`src/rtl/uart_q_pkg.sv`:
```
package uart_q_pkg;

  typedef enum logic [2:0] {
    IID_NONE     = 3'd0,
    IID_TX_ROOM  = 3'd1,
    IID_RX_LEVEL = 3'd2
  } iid_e;

  // receive threshold in bytes for a 2-bit select
  function automatic int unsigned rx_trig_bytes(input logic [1:0] sel);
    case (sel)
      2'd0:    return 1;
      2'd1:    return 4;
      2'd2:    return 8;
      default: return 14;
    endcase
  endfunction

endpackage

```
`src/rtl/byte_queue.sv`:
```
module byte_queue #(
  parameter int unsigned DW    = 8,
  parameter int unsigned DEPTH = 16,
  localparam int unsigned AW   = (DEPTH > 1) ? $clog2(DEPTH) : 1,
  localparam int unsigned CW   = $clog2(DEPTH + 1)
) (
  input  logic          clk_i,
  input  logic          rst_ni,
  input  logic          flush_i,
  input  logic          push_i,
  input  logic [DW-1:0] push_data_i,
  input  logic          pop_i,
  output logic [DW-1:0] pop_data_o,
  output logic [CW-1:0] count_o,
  output logic          full_o,
  output logic          empty_o
);

  logic [DW-1:0] mem_q [DEPTH];
  logic [AW-1:0] wr_q, rd_q, wr_nx, rd_nx;
  logic          full_q;
  logic          pop_ok, push_ok;

  function automatic logic [AW-1:0] ptr_inc(input logic [AW-1:0] p);
    return (p == AW'(DEPTH - 1)) ? '0 : p + 1'b1;
  endfunction

  assign empty_o = !full_q && (wr_q == rd_q);
  assign full_o  = full_q;
  assign pop_ok  = pop_i && !empty_o && !flush_i;
  assign push_ok = push_i && !flush_i && (!full_q || pop_ok);
  assign wr_nx   = ptr_inc(wr_q);
  assign rd_nx   = ptr_inc(rd_q);

  always_comb begin
    if (full_q)          count_o = CW'(DEPTH);
    else if (wr_q >= rd_q) count_o = CW'(wr_q) - CW'(rd_q);
    else                 count_o = CW'(DEPTH) + CW'(wr_q) - CW'(rd_q);
  end

  assign pop_data_o = empty_o ? '0 : mem_q[rd_q];

  always_ff @(posedge clk_i) begin
    if (push_ok) mem_q[wr_q] <= push_data_i;
  end

  always_ff @(posedge clk_i or negedge rst_ni) begin
    if (!rst_ni) begin
      wr_q   <= '0;
      rd_q   <= '0;
      full_q <= 1'b0;
    end else if (flush_i) begin
      wr_q   <= '0;
      rd_q   <= '0;
      full_q <= 1'b0;
    end else begin
      if (push_ok) wr_q <= wr_nx;
      if (pop_ok)  rd_q <= rd_nx;
      if (push_ok && !pop_ok && (wr_nx == rd_q)) full_q <= 1'b1;
      else if (pop_ok && !push_ok)               full_q <= 1'b0;
    end
  end

  AST_NO_OVERFLOW: assert property (@(posedge clk_i) disable iff (!rst_ni)
    count_o <= CW'(DEPTH));
  AST_FULL_PUSH_DROPS: assert property (@(posedge clk_i) disable iff (!rst_ni)
    full_o && push_i && !pop_i && !flush_i |=> full_o && $stable(wr_q));
  AST_EMPTY_POP_IGNORED: assert property (@(posedge clk_i) disable iff (!rst_ni)
    empty_o && pop_i && !push_i && !flush_i |=> empty_o && $stable(rd_q));
  AST_PUSH_POP_COUNT: assert property (@(posedge clk_i) disable iff (!rst_ni)
    !empty_o && push_i && pop_i && !flush_i |=> $stable(count_o));
  AST_FLUSH_EMPTIES: assert property (@(posedge clk_i) disable iff (!rst_ni)
    flush_i |=> empty_o);

endmodule

```
`src/rtl/uart_irq_id.sv`:
```
module uart_irq_id
  import uart_q_pkg::*;
#(
  parameter int unsigned CW = 5
) (
  input  logic          clk_i,
  input  logic          rst_ni,
  input  logic          rx_irq_en_i,
  input  logic          tx_irq_en_i,
  input  logic [1:0]    rx_trig_sel_i,
  input  logic          fifo_en_i,
  input  logic [CW-1:0] rx_count_i,
  input  logic          tx_full_i,
  output logic [7:0]    iir_o,
  output logic          irq_o
);

  iid_e iid_q, iid_d;
  logic pend_q, pend_d;
  logic rx_hit, tx_hit;

  assign rx_hit = rx_irq_en_i && (int'(rx_count_i) >= int'(rx_trig_bytes(rx_trig_sel_i)));
  assign tx_hit = tx_irq_en_i && !tx_full_i;

  // receive source outranks transmit source
  always_comb begin
    if (rx_hit) begin
      iid_d  = IID_RX_LEVEL;
      pend_d = 1'b0;
    end else if (tx_hit) begin
      iid_d  = IID_TX_ROOM;
      pend_d = 1'b0;
    end else begin
      iid_d  = IID_NONE;
      pend_d = 1'b1;
    end
  end

  always_ff @(posedge clk_i or negedge rst_ni) begin
    if (!rst_ni) begin
      iid_q  <= IID_NONE;
      pend_q <= 1'b1;
    end else begin
      iid_q  <= iid_d;
      pend_q <= pend_d;
    end
  end

  assign iir_o = {{2{fifo_en_i}}, 2'b00, iid_q, pend_q};
  assign irq_o = !pend_q;

  AST_RX_WINS: assert property (@(posedge clk_i) disable iff (!rst_ni)
    rx_irq_en_i && tx_irq_en_i && !tx_full_i && (rx_count_i >= CW'(14))
    |=> iir_o[3:1] == 3'd2 && irq_o);
  AST_TX_FULL_QUIET: assert property (@(posedge clk_i) disable iff (!rst_ni)
    !rx_irq_en_i && tx_full_i |=> !irq_o && iir_o[0]);
  AST_RX_EMPTY_NO_RX_ID: assert property (@(posedge clk_i) disable iff (!rst_ni)
    rx_count_i == '0 |=> iir_o[3:1] != 3'd2);

endmodule

```
`src/rtl/uart_dual_queue_irq.sv`:
```
module uart_dual_queue_irq
  import uart_q_pkg::*;
#(
  parameter int unsigned DW    = 8,
  parameter int unsigned DEPTH = 16,
  localparam int unsigned CW   = $clog2(DEPTH + 1)
) (
  input  logic          clk_i,
  input  logic          rst_ni,
  input  logic          rx_irq_en_i,
  input  logic          tx_irq_en_i,
  input  logic [1:0]    rx_trig_sel_i,
  input  logic          fifo_en_i,
  input  logic          rx_push_i,
  input  logic [DW-1:0] rx_push_data_i,
  input  logic          rx_pop_i,
  input  logic          rx_flush_i,
  input  logic          tx_push_i,
  input  logic [DW-1:0] tx_push_data_i,
  input  logic          tx_pop_i,
  input  logic          tx_flush_i,
  input  logic          stat_rd_i,
  output logic [DW-1:0] rx_pop_data_o,
  output logic [DW-1:0] tx_pop_data_o,
  output logic [CW-1:0] rx_count_o,
  output logic [CW-1:0] tx_count_o,
  output logic [7:0]    iir_o,
  output logic          irq_o,
  output logic          data_ready_o,
  output logic          overrun_o,
  output logic          thr_empty_o,
  output logic          tx_empty_o
);

  localparam int unsigned NQ = 2; // 0: receive, 1: transmit

  logic [NQ-1:0]         q_flush, q_push, q_pop, q_full, q_empty;
  logic [NQ-1:0][DW-1:0] q_wdata, q_rdata;
  logic [NQ-1:0][CW-1:0] q_count;
  logic                  rx_drop;
  logic                  ovr_q;

  assign q_flush = {tx_flush_i, rx_flush_i};
  assign q_push  = {tx_push_i, rx_push_i};
  assign q_pop   = {tx_pop_i, rx_pop_i};
  assign q_wdata = {tx_push_data_i, rx_push_data_i};

  for (genvar q = 0; q < NQ; q++) begin : g_queue
    byte_queue #(.DW(DW), .DEPTH(DEPTH)) i_queue (
      .clk_i       (clk_i),
      .rst_ni      (rst_ni),
      .flush_i     (q_flush[q]),
      .push_i      (q_push[q]),
      .push_data_i (q_wdata[q]),
      .pop_i       (q_pop[q]),
      .pop_data_o  (q_rdata[q]),
      .count_o     (q_count[q]),
      .full_o      (q_full[q]),
      .empty_o     (q_empty[q])
    );
  end

  uart_irq_id #(.CW(CW)) i_irq_id (
    .clk_i         (clk_i),
    .rst_ni        (rst_ni),
    .rx_irq_en_i   (rx_irq_en_i),
    .tx_irq_en_i   (tx_irq_en_i),
    .rx_trig_sel_i (rx_trig_sel_i),
    .fifo_en_i     (fifo_en_i),
    .rx_count_i    (q_count[0]),
    .tx_full_i     (q_full[1]),
    .iir_o         (iir_o),
    .irq_o         (irq_o)
  );

  // a push into a full receive queue with no pop to make room is lost
  assign rx_drop = rx_push_i && !rx_flush_i && q_full[0] && !rx_pop_i;

  always_ff @(posedge clk_i or negedge rst_ni) begin
    if (!rst_ni)        ovr_q <= 1'b0;
    else if (rx_drop)   ovr_q <= 1'b1;
    else if (stat_rd_i) ovr_q <= 1'b0;
  end

  assign rx_pop_data_o = q_rdata[0];
  assign tx_pop_data_o = q_rdata[1];
  assign rx_count_o    = q_count[0];
  assign tx_count_o    = q_count[1];
  assign data_ready_o  = !q_empty[0];
  assign overrun_o     = ovr_q;
  assign thr_empty_o   = q_empty[1];
  assign tx_empty_o    = q_empty[1];

  AST_OVERRUN_SET: assert property (@(posedge clk_i) disable iff (!rst_ni)
    rx_push_i && (rx_count_o == CW'(DEPTH)) && !rx_pop_i && !rx_flush_i
    |=> overrun_o && (rx_count_o == CW'(DEPTH)));
  AST_OVERRUN_CLEAR: assert property (@(posedge clk_i) disable iff (!rst_ni)
    stat_rd_i && !rx_push_i |=> !overrun_o);
  AST_TX_PUSH_NOT_EMPTY: assert property (@(posedge clk_i) disable iff (!rst_ni)
    tx_push_i && !tx_flush_i |=> !thr_empty_o && !tx_empty_o);

endmodule

```
`config.mk`:
```
export PLATFORM = sky130hd
export DESIGN_NAME = uart_dual_queue_irq
export DESIGN_NICKNAME = d
export VERILOG_FILES = /design/src/rtl/uart_q_pkg.sv /design/src/rtl/byte_queue.sv /design/src/rtl/uart_irq_id.sv /design/src/rtl/uart_dual_queue_irq.sv
export SDC_FILE = /design/constraint.sdc
export NUM_CORES = 1
export LEC_CHECK = 0
export BUFFER_PORTS_ARGS = -buffer_cell sky130_fd_sc_hd__buf_2
export CORE_MARGIN = 1.5
export CORE_UTILIZATION = 45
export DETAILED_ROUTE_END_ITERATION = 8
export GPL_TIMING_DRIVEN = 0
export PLACE_DENSITY_LB_ADDON = 0.08
export SYNTH_ARGS = -nofsm -noshare
export SYNTH_HDL_FRONTEND = slang
export SYNTH_SLANG_ARGS = --single-unit
export TNS_END_PERCENT = 20
```
`constraint.sdc`:
```
create_clock -name clk_i -period 2.63 [get_ports clk_i]
set_clock_uncertainty 0.1 [all_clocks]
set_input_delay 0.3945 -clock clk_i [delete_from_list [all_inputs] [get_ports clk_i]]
set_output_delay 0.3945 -clock clk_i [all_outputs]
set_load 0.05 [all_outputs]
```
==> flow_summary.toml <==
[status]
status = "finished, violations left"
violations = "DRC, setup timing"

[synth]
ys_types = 55
post_synth_inst_count = 656
synth-seq-area-share_pct = 68.63
synth.top_cells.by_area = "edfxtp_1 64%, mux4_1 8.8%, mux4_2 4.5%"
syn-cell-area_um2 = 12010
synth_largest_type_area_fraction_pct = 64.03
synth-edff-count = 256
synth_area_per_cell_um2 = 18.30
most_instantiated_flip_flop_cell_in_the_synthesis_netlist = "edfxtp_1"
synth.ff_latch_count = 278
synth.cells.most_frequent = "256 x edfxtp_1, 40 x mux4_1, 32 x mux2i_1"
cell_type_contributing_the_most_total_cell_area_after_synthesis = "edfxtp_1"
yosysWarningCount = 0
yosys.cell_count.top_type = "edfxtp_1"
fraction_of_registers_with_async_set_or_reset_after_synthesis_pct = 7.914

[pwr]
totalPowerFinal_w = 0.01223
power.ir.vdd_worst_mv = 0.6159
static-leakage-power_nw = 5.154
p_per_area_nw_per_um2 = 802.4

[layout]
postLayoutCellArea_um2 = 15240
final_net_count = 856
area_growth_pct = 26.94
num_antenna_cells = 0
layout-drive-gt1-share_pct = 43.33

[timing]
maxClockFrequency_mhz = 348.4
setup_viol_count_final = 23
max_slew.worst_pin.slew_ps = 988.9
finalWorstSetupSlack_ps = -240.5
maxSlewViolCount = 0
rsz_0062_raised_after_global_routing = "true"
period_minus_slack_ps = 2871
final.setup.tns_ps = -3842
final-hold-violation-count = 0
min_period_over_period_pct = 109.1
max-slew-margin-rel_pct = 33.83

[critical_path]
timing.critical_path.slowest_cell_delay_ps = 420
crit_type = "reg -> out"
crit_path_top_delay_cell = "dfrtp_2"
critical_path.n_buffers_inverters = 3
reg2regPathDepth = 13
crit_path_end_kind = "output port"
critical_path_cell_count = 8
critical_path_at_ps = 2380
critical-path-top-delay-family = "compound AO/OA/AOI/OAI gates"
critical_path_required_ps = 2140
crit_path_start_kind = "flip-flop"
timing.critical_path.fanout_max = 4
crit_chain = "clkbuf_16 > inv_16 > ha_4 > nor2b_1 > o21a_2 > a2111o_1 > a31o_2 > buf_8"

[die]
fp.coreArea_um2 = 26130
fp.dieH_um = 166.3
design.portCount = 69
die-area_um2 = 27670
rows = 59
die_width_um = 166.3
starting_density_pct = 45.94

[clocking]
clock-sinks = 278
cts-buffers-inserted = 28
clkTransAtPathRegs_ps = 60
cts_tree = "yes"
clk_latency_ps = 540
cts_root_buf = "clkbuf_16"
max-clock-path-buffers = 3
htree_levels = 1

[grt]
grt.overflow.total = 0
grt_pass1_vias = 6958
grt_max_degree = 23
grt_usage_pct = 20.03
antenna_violations_before_repair = 0
grt_first_pass_wirelength_mm = 41.83

[hold_path]
hold-path-cell-count = 3
hold_path_class = "in -> reg"

[drt]
wl_met3_mm = 1.162
drtAntennaViolNets = 0
drt-met1-wl_mm = 10.75
routed_via_density = 5.582
drc = 8
via_count = 6469
post_drt_wl_per_cell_um = 23.23
detailedRoute.firstIterationViolations = 533
route.top_layer_used = "met4"
finalWirelength_mm = 26.92
route.met2.wl_mm = 14.46
drt_pre_antenna_iters = 7

[flow_run]
max_cap_violations = 0

[place]
pre_cts_slack_ps = -743.7
portBuffers = 63
gp_congestion = 0.7920
dp.final_hpwl_mm = 17.04
post_detailed_placement_cell_area_um2 = 13000
==> registers in the layout (all words and copies together) (netlist names) <==
register                count
g_queue.i_queue.full_o      2
g_queue.i_queue.rd_q        8
i_irq_id.iid_q              2
overrun_o                   1
g_queue.i_queue.wr_q        8
g_queue.i_queue.mem_q     256
i_irq_id.pend_q             1
==> cell families (layout without fill, tap and decap cells) <==
| logic type | count (synthesis) | after routing | synth area share [%] |
|---|---|---|---|
| flip-flops | 278 | 278 | 68.63 |
| AND/OR/NAND/NOR | 121 | 121 | 5.180 |
| multiplexers | 97 | 97 | 16.02 |
| AO/OA/AOI/OAI | 63 | 63 | 3.794 |
| buffers and inverters | 58 | 224 | 2.699 |
| adder cells (fa/ha/maj) | 24 | 24 | 2.626 |
| XOR/XNOR | 14 | 14 | 1.021 |
| other | 1 | 3 | 0.03124 |
==> placed cells by master (no fill, tap or decap), types with 7 or more instances in the layout <==
cell       synthesis  layout
o22ai_4            0      16
nand3_1           10      10
and2_1            15      15
edfxtp_1         256     256
dfrtp_1           21      12
mux4_2            24      62
inv_1             23      14
nand2b_1          11      10
clkinv_1           0       8
dfrtp_2            0       9
ha_4               0       8
nor2_1            29      27
mux2i_4            0      22
clkinv_2           0       7
a21oi_1           10       9
buf_2             12      43
mux2i_2            0       9
xnor2_1           10      10
ha_1              22      14
nand2_1           24      20
buf_6              8      27
buf_4              8      48
buf_12             0      11
clkbuf_16          0      30
==> layer usage <==
layer  vias up  GRT usage, %
li1       2907             -
met1      3350         25.34
met2       169         36.64
met3        43         2.717
met4         0         4.783
met5         -             0
==> per-stage QoR <==
stage	hold slack [ps]	instances	util, %
after global routing	81.98	1159	58.32
final	78.62	1159	58.32
after detailed placement	327.8	1058	49.73
after global placement	323.1	1056	49.66
after floorplan	-1.091	658	-
after CTS	52.33	1156	57.81
==> tightest hold or removal path: stages <==
cell     delay (ps)
buf_2           130
nand3_1          90
a21oi_1          60
==> cell type report <==
| class | instances | area (um2) |
|---|---|---|
| repair buffers | 114 | 987.2 |
| well taps | 335 | 419.2 |
| inverters | 25 | 125.1 |
| plain buffers | 33 | 375.4 |
| flip-flops and latches | 278 | 8250 |
| clock buffers | 31 | 711.9 |
| clock inverters | 21 | 224.0 |
| multi-input cells | 322 | 4146 |
| fillers | 1995 | 10890 |
==> where the power goes <==
group | internal, W | switching (W)
logic | 0.00147 | 0.00181
clock network | 0.00235 | 0.00165
registers | 0.00491 | 0.0000472
total | 0.00873 | 0.00350
==> final timing paths <==
check,startpoint,slack [ps],to
setup / recovery,g_queue[1].i_queue.rd_q[1],-240,tx_count_o[4]
hold / removal,tx_push_i,80,g_queue[1].i_queue.wr_q[1]
setup reg to reg,g_queue[1].i_queue.rd_q[0],80,g_queue[1].i_queue.rd_q[3]
hold reg to reg,overrun_o,430,overrun_o
max in group asynchronous,rst_ni,1720,g_queue[0].i_queue.rd_q[0]
min in group asynchronous,rst_ni,280,g_queue[1].i_queue.wr_q[3]
==> timing repair <==
action	in CTS	in global routing
cloned	3	1
endpoints found under the setup margin	62	33
hold endpoints to repair	23	0
pin swaps	25	12
hold buffers	3	0
buffers inserted	40	2
gates resized for setup	240	21
No activity file was read; power rests on OpenSTA's default activity.
